==> src/rtl/iec_pkg.sv <==
package iec_pkg;

    localparam int unsigned ERR_W = 2;

    typedef enum logic [ERR_W-1:0] {
        ERR_NONE       = 2'd0,
        ERR_DATA_ADDR  = 2'd1,
        ERR_CALL_STACK = 2'd2
    } err_code_e;

    typedef struct packed {
        logic commit;
        logic abort;
        logic stall_clr;
    } end_ctl_t;

    typedef struct packed {
        logic halt;
        logic write_code;
    } halt_ctl_t;

endpackage

==> src/rtl/iec_err_arb.sv <==
module iec_err_arb #(
    parameter int unsigned NUM_UNITS = 4,
    parameter int unsigned CODE_W    = 2
) (
    input  logic [NUM_UNITS-1:0]        valid_i,
    input  logic [NUM_UNITS*CODE_W-1:0] codes_i,
    output logic                        any_o,
    output logic [CODE_W-1:0]           code_o
);
    logic [NUM_UNITS-1:0] qual;
    logic [CODE_W-1:0]    code_arr [NUM_UNITS];

    for (genvar g = 0; g < NUM_UNITS; g++) begin : g_qual
        assign code_arr[g] = codes_i[g*CODE_W +: CODE_W];
        assign qual[g]     = valid_i[g] && (code_arr[g] != '0);
    end

    always_comb begin
        code_o = '0;
        for (int i = 0; i < NUM_UNITS; i++) begin
            if (qual[i] && ((code_o == '0) || (code_arr[i] < code_o))) begin
                code_o = code_arr[i];
            end
        end
    end

    assign any_o = |qual;
endmodule

==> src/rtl/iec_run_state.sv <==
module iec_run_state (
    input  logic clk_i,
    input  logic rst_i,
    input  logic start_i,
    input  logic halt_i,
    output logic busy_o
);
    logic busy_q;

    always_ff @(posedge clk_i) begin
        if (rst_i) begin
            busy_q <= 1'b0;
        end else if (busy_q && halt_i) begin
            busy_q <= 1'b0;
        end else if (!busy_q && start_i) begin
            busy_q <= 1'b1;
        end
    end

    assign busy_o = busy_q;
endmodule

==> src/rtl/iec_status_regs.sv <==
module iec_status_regs
    import iec_pkg::*;
#(
    parameter int unsigned CODE_W = 2
) (
    input  logic              clk_i,
    input  logic              rst_i,
    input  halt_ctl_t         ctl_i,
    input  logic [CODE_W-1:0] code_i,
    output logic              done_o,
    output logic [CODE_W-1:0] code_o
);
    logic              done_q;
    logic [CODE_W-1:0] code_q;

    always_ff @(posedge clk_i) begin
        if (rst_i) begin
            done_q <= 1'b0;
            code_q <= '0;
        end else if (ctl_i.halt) begin
            done_q <= 1'b1;
            if (ctl_i.write_code) begin
                code_q <= code_i;
            end
        end
    end

    assign done_o = done_q;
    assign code_o = code_q;
endmodule

==> src/rtl/insn_end_ctrl.sv <==
module insn_end_ctrl
    import iec_pkg::*;
#(
    parameter int unsigned NUM_UNITS = 4,
    parameter int unsigned CODE_W    = iec_pkg::ERR_W
) (
    input  logic                        clk_i,
    input  logic                        rst_i,
    input  logic                        start_i,
    input  logic                        commit_req_i,
    input  logic                        halt_req_i,
    input  logic [NUM_UNITS-1:0]        unit_err_i,
    input  logic [NUM_UNITS*CODE_W-1:0] unit_code_i,
    output logic                        commit_o,
    output logic                        abort_o,
    output logic                        stall_clr_o,
    output logic                        busy_o,
    output logic                        done_intr_o,
    output logic [CODE_W-1:0]           err_code_o
);
    logic              any_err;
    logic [CODE_W-1:0] sel_code;
    logic              busy;
    logic              err_hit;
    end_ctl_t          ctl;
    halt_ctl_t         hctl;

    iec_err_arb #(.NUM_UNITS(NUM_UNITS), .CODE_W(CODE_W)) u_arb (
        .valid_i (unit_err_i),
        .codes_i (unit_code_i),
        .any_o   (any_err),
        .code_o  (sel_code)
    );

    assign err_hit = busy && any_err;

    always_comb begin
        ctl.abort       = err_hit;
        ctl.stall_clr   = err_hit;
        ctl.commit      = busy && commit_req_i && !err_hit;
        hctl.halt       = busy && (err_hit || halt_req_i);
        hctl.write_code = err_hit;
    end

    iec_run_state u_run (
        .clk_i   (clk_i),
        .rst_i   (rst_i),
        .start_i (start_i),
        .halt_i  (hctl.halt),
        .busy_o  (busy)
    );

    iec_status_regs #(.CODE_W(CODE_W)) u_stat (
        .clk_i  (clk_i),
        .rst_i  (rst_i),
        .ctl_i  (hctl),
        .code_i (sel_code),
        .done_o (done_intr_o),
        .code_o (err_code_o)
    );

    assign commit_o    = ctl.commit;
    assign abort_o     = ctl.abort;
    assign stall_clr_o = ctl.stall_clr;
    assign busy_o      = busy;
endmodule

==> config.mk <==
export PLATFORM = sky130hd
export DESIGN_NAME = insn_end_ctrl
export DESIGN_NICKNAME = d
export VERILOG_FILES = /design/src/rtl/iec_pkg.sv /design/src/rtl/iec_err_arb.sv /design/src/rtl/iec_run_state.sv /design/src/rtl/iec_status_regs.sv /design/src/rtl/insn_end_ctrl.sv
export SDC_FILE = /design/constraint.sdc
export NUM_CORES = 1
export LEC_CHECK = 0
export ABC_AREA = 1
export ABC_CLOCK_PERIOD_IN_PS = 2740
export BUFFER_PORTS_ARGS = -buffer_cell sky130_fd_sc_hd__buf_2
export CORE_AREA = 2 2 39 41
export CTS_CLUSTER_SIZE = 8
export DETAILED_ROUTE_END_ITERATION = 8
export DIE_AREA = 0 0 41 43
export GPL_TIMING_DRIVEN = 0
export PLACE_DENSITY = 0.7
export SLEW_MARGIN = 30
export SYNTH_ARGS = -nofsm -noshare
export SYNTH_HDL_FRONTEND = slang
export SYNTH_SLANG_ARGS = --single-unit
==> constraint.sdc <==
create_clock -name clk_i -period 2.74 [get_ports clk_i]
set_input_delay 0.548 -clock clk_i [delete_from_list [all_inputs] [get_ports clk_i]]
set_output_delay 0.548 -clock clk_i [all_outputs]
set_load 0.02 [all_outputs]
# == Yosys cells after proc, flatten, opt, wreduce, memory -nomap -nowiden ==
# Index checks and enable logic that the tools add are counted.
# word_totals
reg_bits,4
input_bits,17
output_inout_bits,7
wordCells,39
# classes
magnitude_cmp,3
n_mux,4
n_reduce_logical,29
# ops
cell,count
logical AND 1 bit,13
two-way mux 2 bit,4
nonzero test 2 bit,4
zero test 2 bit,3
less-than comparator 2 bit,3
logical OR 1 bit,4
OR reduction 4 bit,1
zero test 1 bit,2
AND reduction 2 bit,1
OR reduction 2 bit,1

# == Depth between registers and ports, before layout ==
# depth
depth_word,15
mapped_depth,21
mapped_depth_nobuf,21

# == By module ==
# A second synthesis with hierarchy kept.
# unflattened
hier_cells,85
area_unflattened_um2,503.0
# modules_own_cells
mod,n_inst,cells_each,area_each_um2,seq_area_each_um2
iec_err_arb,1,52,305.3,0.0
iec_status_regs,1,17,115.1,60.1
insn_end_ctrl,1,10,43.8,0.0
iec_run_state,1,6,38.8,20.0

# == Least setup slack after synthesis ==
# OpenSTA, ideal clock, no wires.
# synth_path
kind,input to output
startpoint,in unit_err_i[0]
endpoint,out stall_clr_o
arrival_ps,1963
required_time_ps,2192
path_slack_ps,229
stages,14
n_path_buf,1
cell_sequence,nand2_1 -> ha_1 -> nand2_1 -> nand2_1 -> nand2_2 -> nand2_1 -> nand2_1 -> nand2_2 -> nand2_2 -> nand3_2 -> o21ai_2 -> inv_2 -> a31oi_4 -> buf_4
# synth_between
elab_chain_len,3
# synth_rtl
item,line_no,source
start: declaration,insn_end_ctrl.sv:12,"input logic [NUM_UNITS-1:0] unit_err_i,"
logical AND 1 bit,iec_err_arb.sv:15,assign qual[g] = valid_i[g] && (code_arr[g] != '0);
OR reduction 4 bit,iec_err_arb.sv:27,assign any_o = |qual;
logical AND 1 bit,insn_end_ctrl.sv:35,assign err_hit = busy && any_err;
end: declaration,insn_end_ctrl.sv:16,"output logic stall_clr_o,"
# Every way passes these cells.

# == Worst setup path in the final report ==
# layout_path
startpoint,in unit_code_i[1]
endpoint,out commit_o
# layout_between
elab_chain_len,6
# layout_rtl
item,line_no,source
start: declaration,insn_end_ctrl.sv:13,"input logic [NUM_UNITS*CODE_W-1:0] unit_code_i,"
nonzero test 2 bit,iec_err_arb.sv:15,
logical AND 1 bit,iec_err_arb.sv:15,
OR reduction 4 bit,iec_err_arb.sv:27,
logical AND 1 bit,insn_end_ctrl.sv:35,
zero test 1 bit,insn_end_ctrl.sv:40,ctl.commit = busy && commit_req_i && !err_hit;
logical AND 1 bit,insn_end_ctrl.sv:40,
end: declaration,insn_end_ctrl.sv:14,"output logic commit_o,"
# Every way passes these cells.

==> key figures <==
Outcome
  • Run status: finished, final reports clean

Logic synthesis
  • Mapped Cells: 75
  • Largest family of logic cells by synthesized area: simple AND/OR/NAND/NOR gates
  • #FFs+latches synth: 4
  • Sequential share of the synthesized area: 0.181
  • YS warnings: 0
  • Syn nets: 94
  • Mean area per synthesized cell: 5.89 sq um
  • Simple-Gate Fraction of Synth Area: 0.445
  • Syn Std Cell Area: 442 sq um
  • Multiplexer share of the synthesized area: 0
  • Xor/xnor share of the synthesized area: 0
  • Adder-Cell Fraction of Synth Area: 0.0567
  • Post-synthesis compound-gate area fraction: 0.147
  • Netlist cell types: 17

Setup path
  • WP data required: 2.19 ns
  • Critical path's most frequent cell: nand2_2
  • Worst Path Buf+Inv: 4
  • Reg2Reg Depth: 5
  • Crit path depth: 15
  • Crit path arrival time: 2.05 ns
  • Setup crit start kind: input pin
  • Critical path cell sequence: buf_2 -> nand2_2 -> ha_4 -> nand2_1 -> nand2_1 -> nand2_2 -> nand2_2 -> nand2_2 -> nand2_2 -> buf_4 -> o21ai_2 -> inv_2 -> a31oi_4 -> nor2_1 -> buf_4
  • Crit Path Max Fanout: 4
  • Slowest stage delay, CP: 0.20 ns
  • Slowest CP cell: ha_4
  • Kind of critical path: in2out
  • Setup slack on the worst flop-to-flop path: 1.63 ns
  • Worst Setup End Kind: output pin
  • Worst path top cell family by delay: simple AND/OR/NAND/NOR gates

Finish
  • Filler instances: 147
  • Final cell count without fillers: 122
  • Commonest cells after routing, fill and taps aside: 20 x buf_2, 15 x inv_1, 15 x nand2_1, 9 x nand2_2
  • ANT cells: 0
  • Layout cell share with drive strength beyond 1: 0.481
  • Fin nets: 127
  • Most common cell after layout, fill and taps aside: buf_2
  • Synth-to-layout area growth: 55.0%
  • Design area: 684 sq um

Power and ir drop
  • Overall power: 260 uW
  • Pwr Density: 380 nW/um^2
  • Peak supply drop: 0.164 mV
  • Leak Pwr: 0.000390 uW

GRT
  • Total track usage: 0.126
  • Total global routing overflow: 0
  • First-pass GRT wire length: 1.59 mm
  • Largest net degree at the start of global routing: 6
  • Initial antenna violation count: 0
  • Vias in the first global route: 450

Timing
  • Endpoints failing setup: 0
  • Final Skew: 0.00503 ns
  • Setup_tns: 0 ns
  • Final cycle utilization of the critical path: 0.949
  • Slew Limit Fails: 0
  • Final Hold Viols: 0
  • Hold slack: 0.442 ns
  • Worst-margin pin slew: 0.386 ns
  • Slew HR: 0.740
  • Fmax: 385 MHz
  • Minimum clock period: 2.60 ns

Clocking
  • Hold_buf cts: 0
  • CTS Buffer Depth: 2
  • Clock Tree Root: clkbuf_4
  • Clk sinks: 4
  • Reg clk slew, reported paths: 0.04 ns
  • TritonCTS clock tree: done
  • H-tree Lvls: 1
  • Clk_lat worst skew: 0.23 ns
  • Cts bufs inserted: 3

Hold path
  • Hold path depth: 2
  • Worst Hold Class: reg2reg

Floorplanning
  • Die height: 43 um
  • Die W: 41 um
  • IO Pins: 24
  • Die area: 1760 sq um
  • CORE AREA: 1380 sq um
  • Row count: 14
  • Starting Density: 0.319

Place
  • DP Area: 577 sq um
  • Final GP Congestion: 0.685
  • Placed cells: 114
  • Dpl hpwl: 832 um
  • IO Port Bufs: 23

Route
  • Via count: 561
  • Final antenna-violating net count: 0
  • Routed WL per cell: 8.38 um
  • Drt first pass iters: 4
  • DRT iter0 DRCs: 3
  • Vias/cell: 4.60
  • Drt drc: 0
  • Final WL: 1.02 mm

Flow run
  • Max cap viols: 0
## path summary, 6_finish.rpt
kind                           endpoint                       start
max                            commit_o              unit_code_i[1]
min          u_stat.done_o$_SDFFE_PP0P_  u_stat.done_o$_SDFFE_PP0P_
max reg2reg   u_run.busy_o$_SDFFE_PP0P_   u_run.busy_o$_SDFFE_PP0P_
min reg2reg  u_stat.done_o$_SDFFE_PP0P_  u_stat.done_o$_SDFFE_PP0P_
## stage by stage
stage                     setup WS (ns)   util
after floorplan                   0.229      -
after global placement           0.0245  0.417
after detailed placement        -0.0317  0.417
after CTS                       0.00110  0.439
after global routing           -0.00692  0.495
final                             0.140  0.495
## tightest hold or removal path, stage by stage (launching register included)
cell and delay (ns):
dfxtp_1 0.30, inv_1 0.04, a21oi_1 0.05
## metal layers
layer  GRT usage  wire length [um]  up-vias
met3      0.0628                87        0
met5           0                 0        -
met4      0.0200                 0        0
met1       0.144               395      247
li1            -                 -      293
met2       0.206               539       21
## cell usage after synthesis, drive strengths merged
| cell type | instances | area [sq um] |
|---|---|---|
| nand4 | 1 | 6.26 |
| ha | 2 | 25.0 |
| nor2 | 4 | 15.0 |
| a31oi | 1 | 21.3 |
| dfxtp | 4 | 80.1 |
| o21ai | 5 | 28.8 |
| buf | 1 | 7.51 |
| a21oi | 3 | 15.0 |
| nand3 | 10 | 60.1 |
| and2 | 1 | 6.26 |
| nand2 | 25 | 109 |
| inv | 18 | 67.6 |
## logic make-up after synthesis
kind of cell             count (synthesis)
AND/OR/NAND/NOR                         41
buffers and inverters                   19
AO/OA/AOI/OAI                            9
flip-flops                               4
adder cells (fa/ha/maj)                  2
## sequential cells by signal (all words and copies together) (netlist names)
register	cells
u_stat.done_o	1
u_stat.code_o	2
u_run.busy_o	1
## what timing repair did
action                                  4_1_cts  5_1_grt
endpoints found under the setup margin        1        3
gates resized for setup                       0       12
pin swaps                                     1       11
buffers inserted                              1        4
## final cells by class
cell class	count	area, sq um	area share
Multi-Input combinational cell	52	319	0.466
Inverter	18	67.6	0.0987
Tap cell	16	20.0	0.0293
Clock buffer	3	22.5	0.0329
Timing Repair Buffer	28	164	0.239
Sequential cell	4	80.1	0.117
Buffer	1	11.3	0.0165
## where the power goes
part	internal (uW)	total [uW]	leakage [uW]	switching [uW]
Sequential	63.5	66.3	0.0000329	2.74
Combinational	54.1	122	0.000344	68.4
Clock	48.8	71.2	0.0000138	22.3
Power figures use the tool's default switching activity.
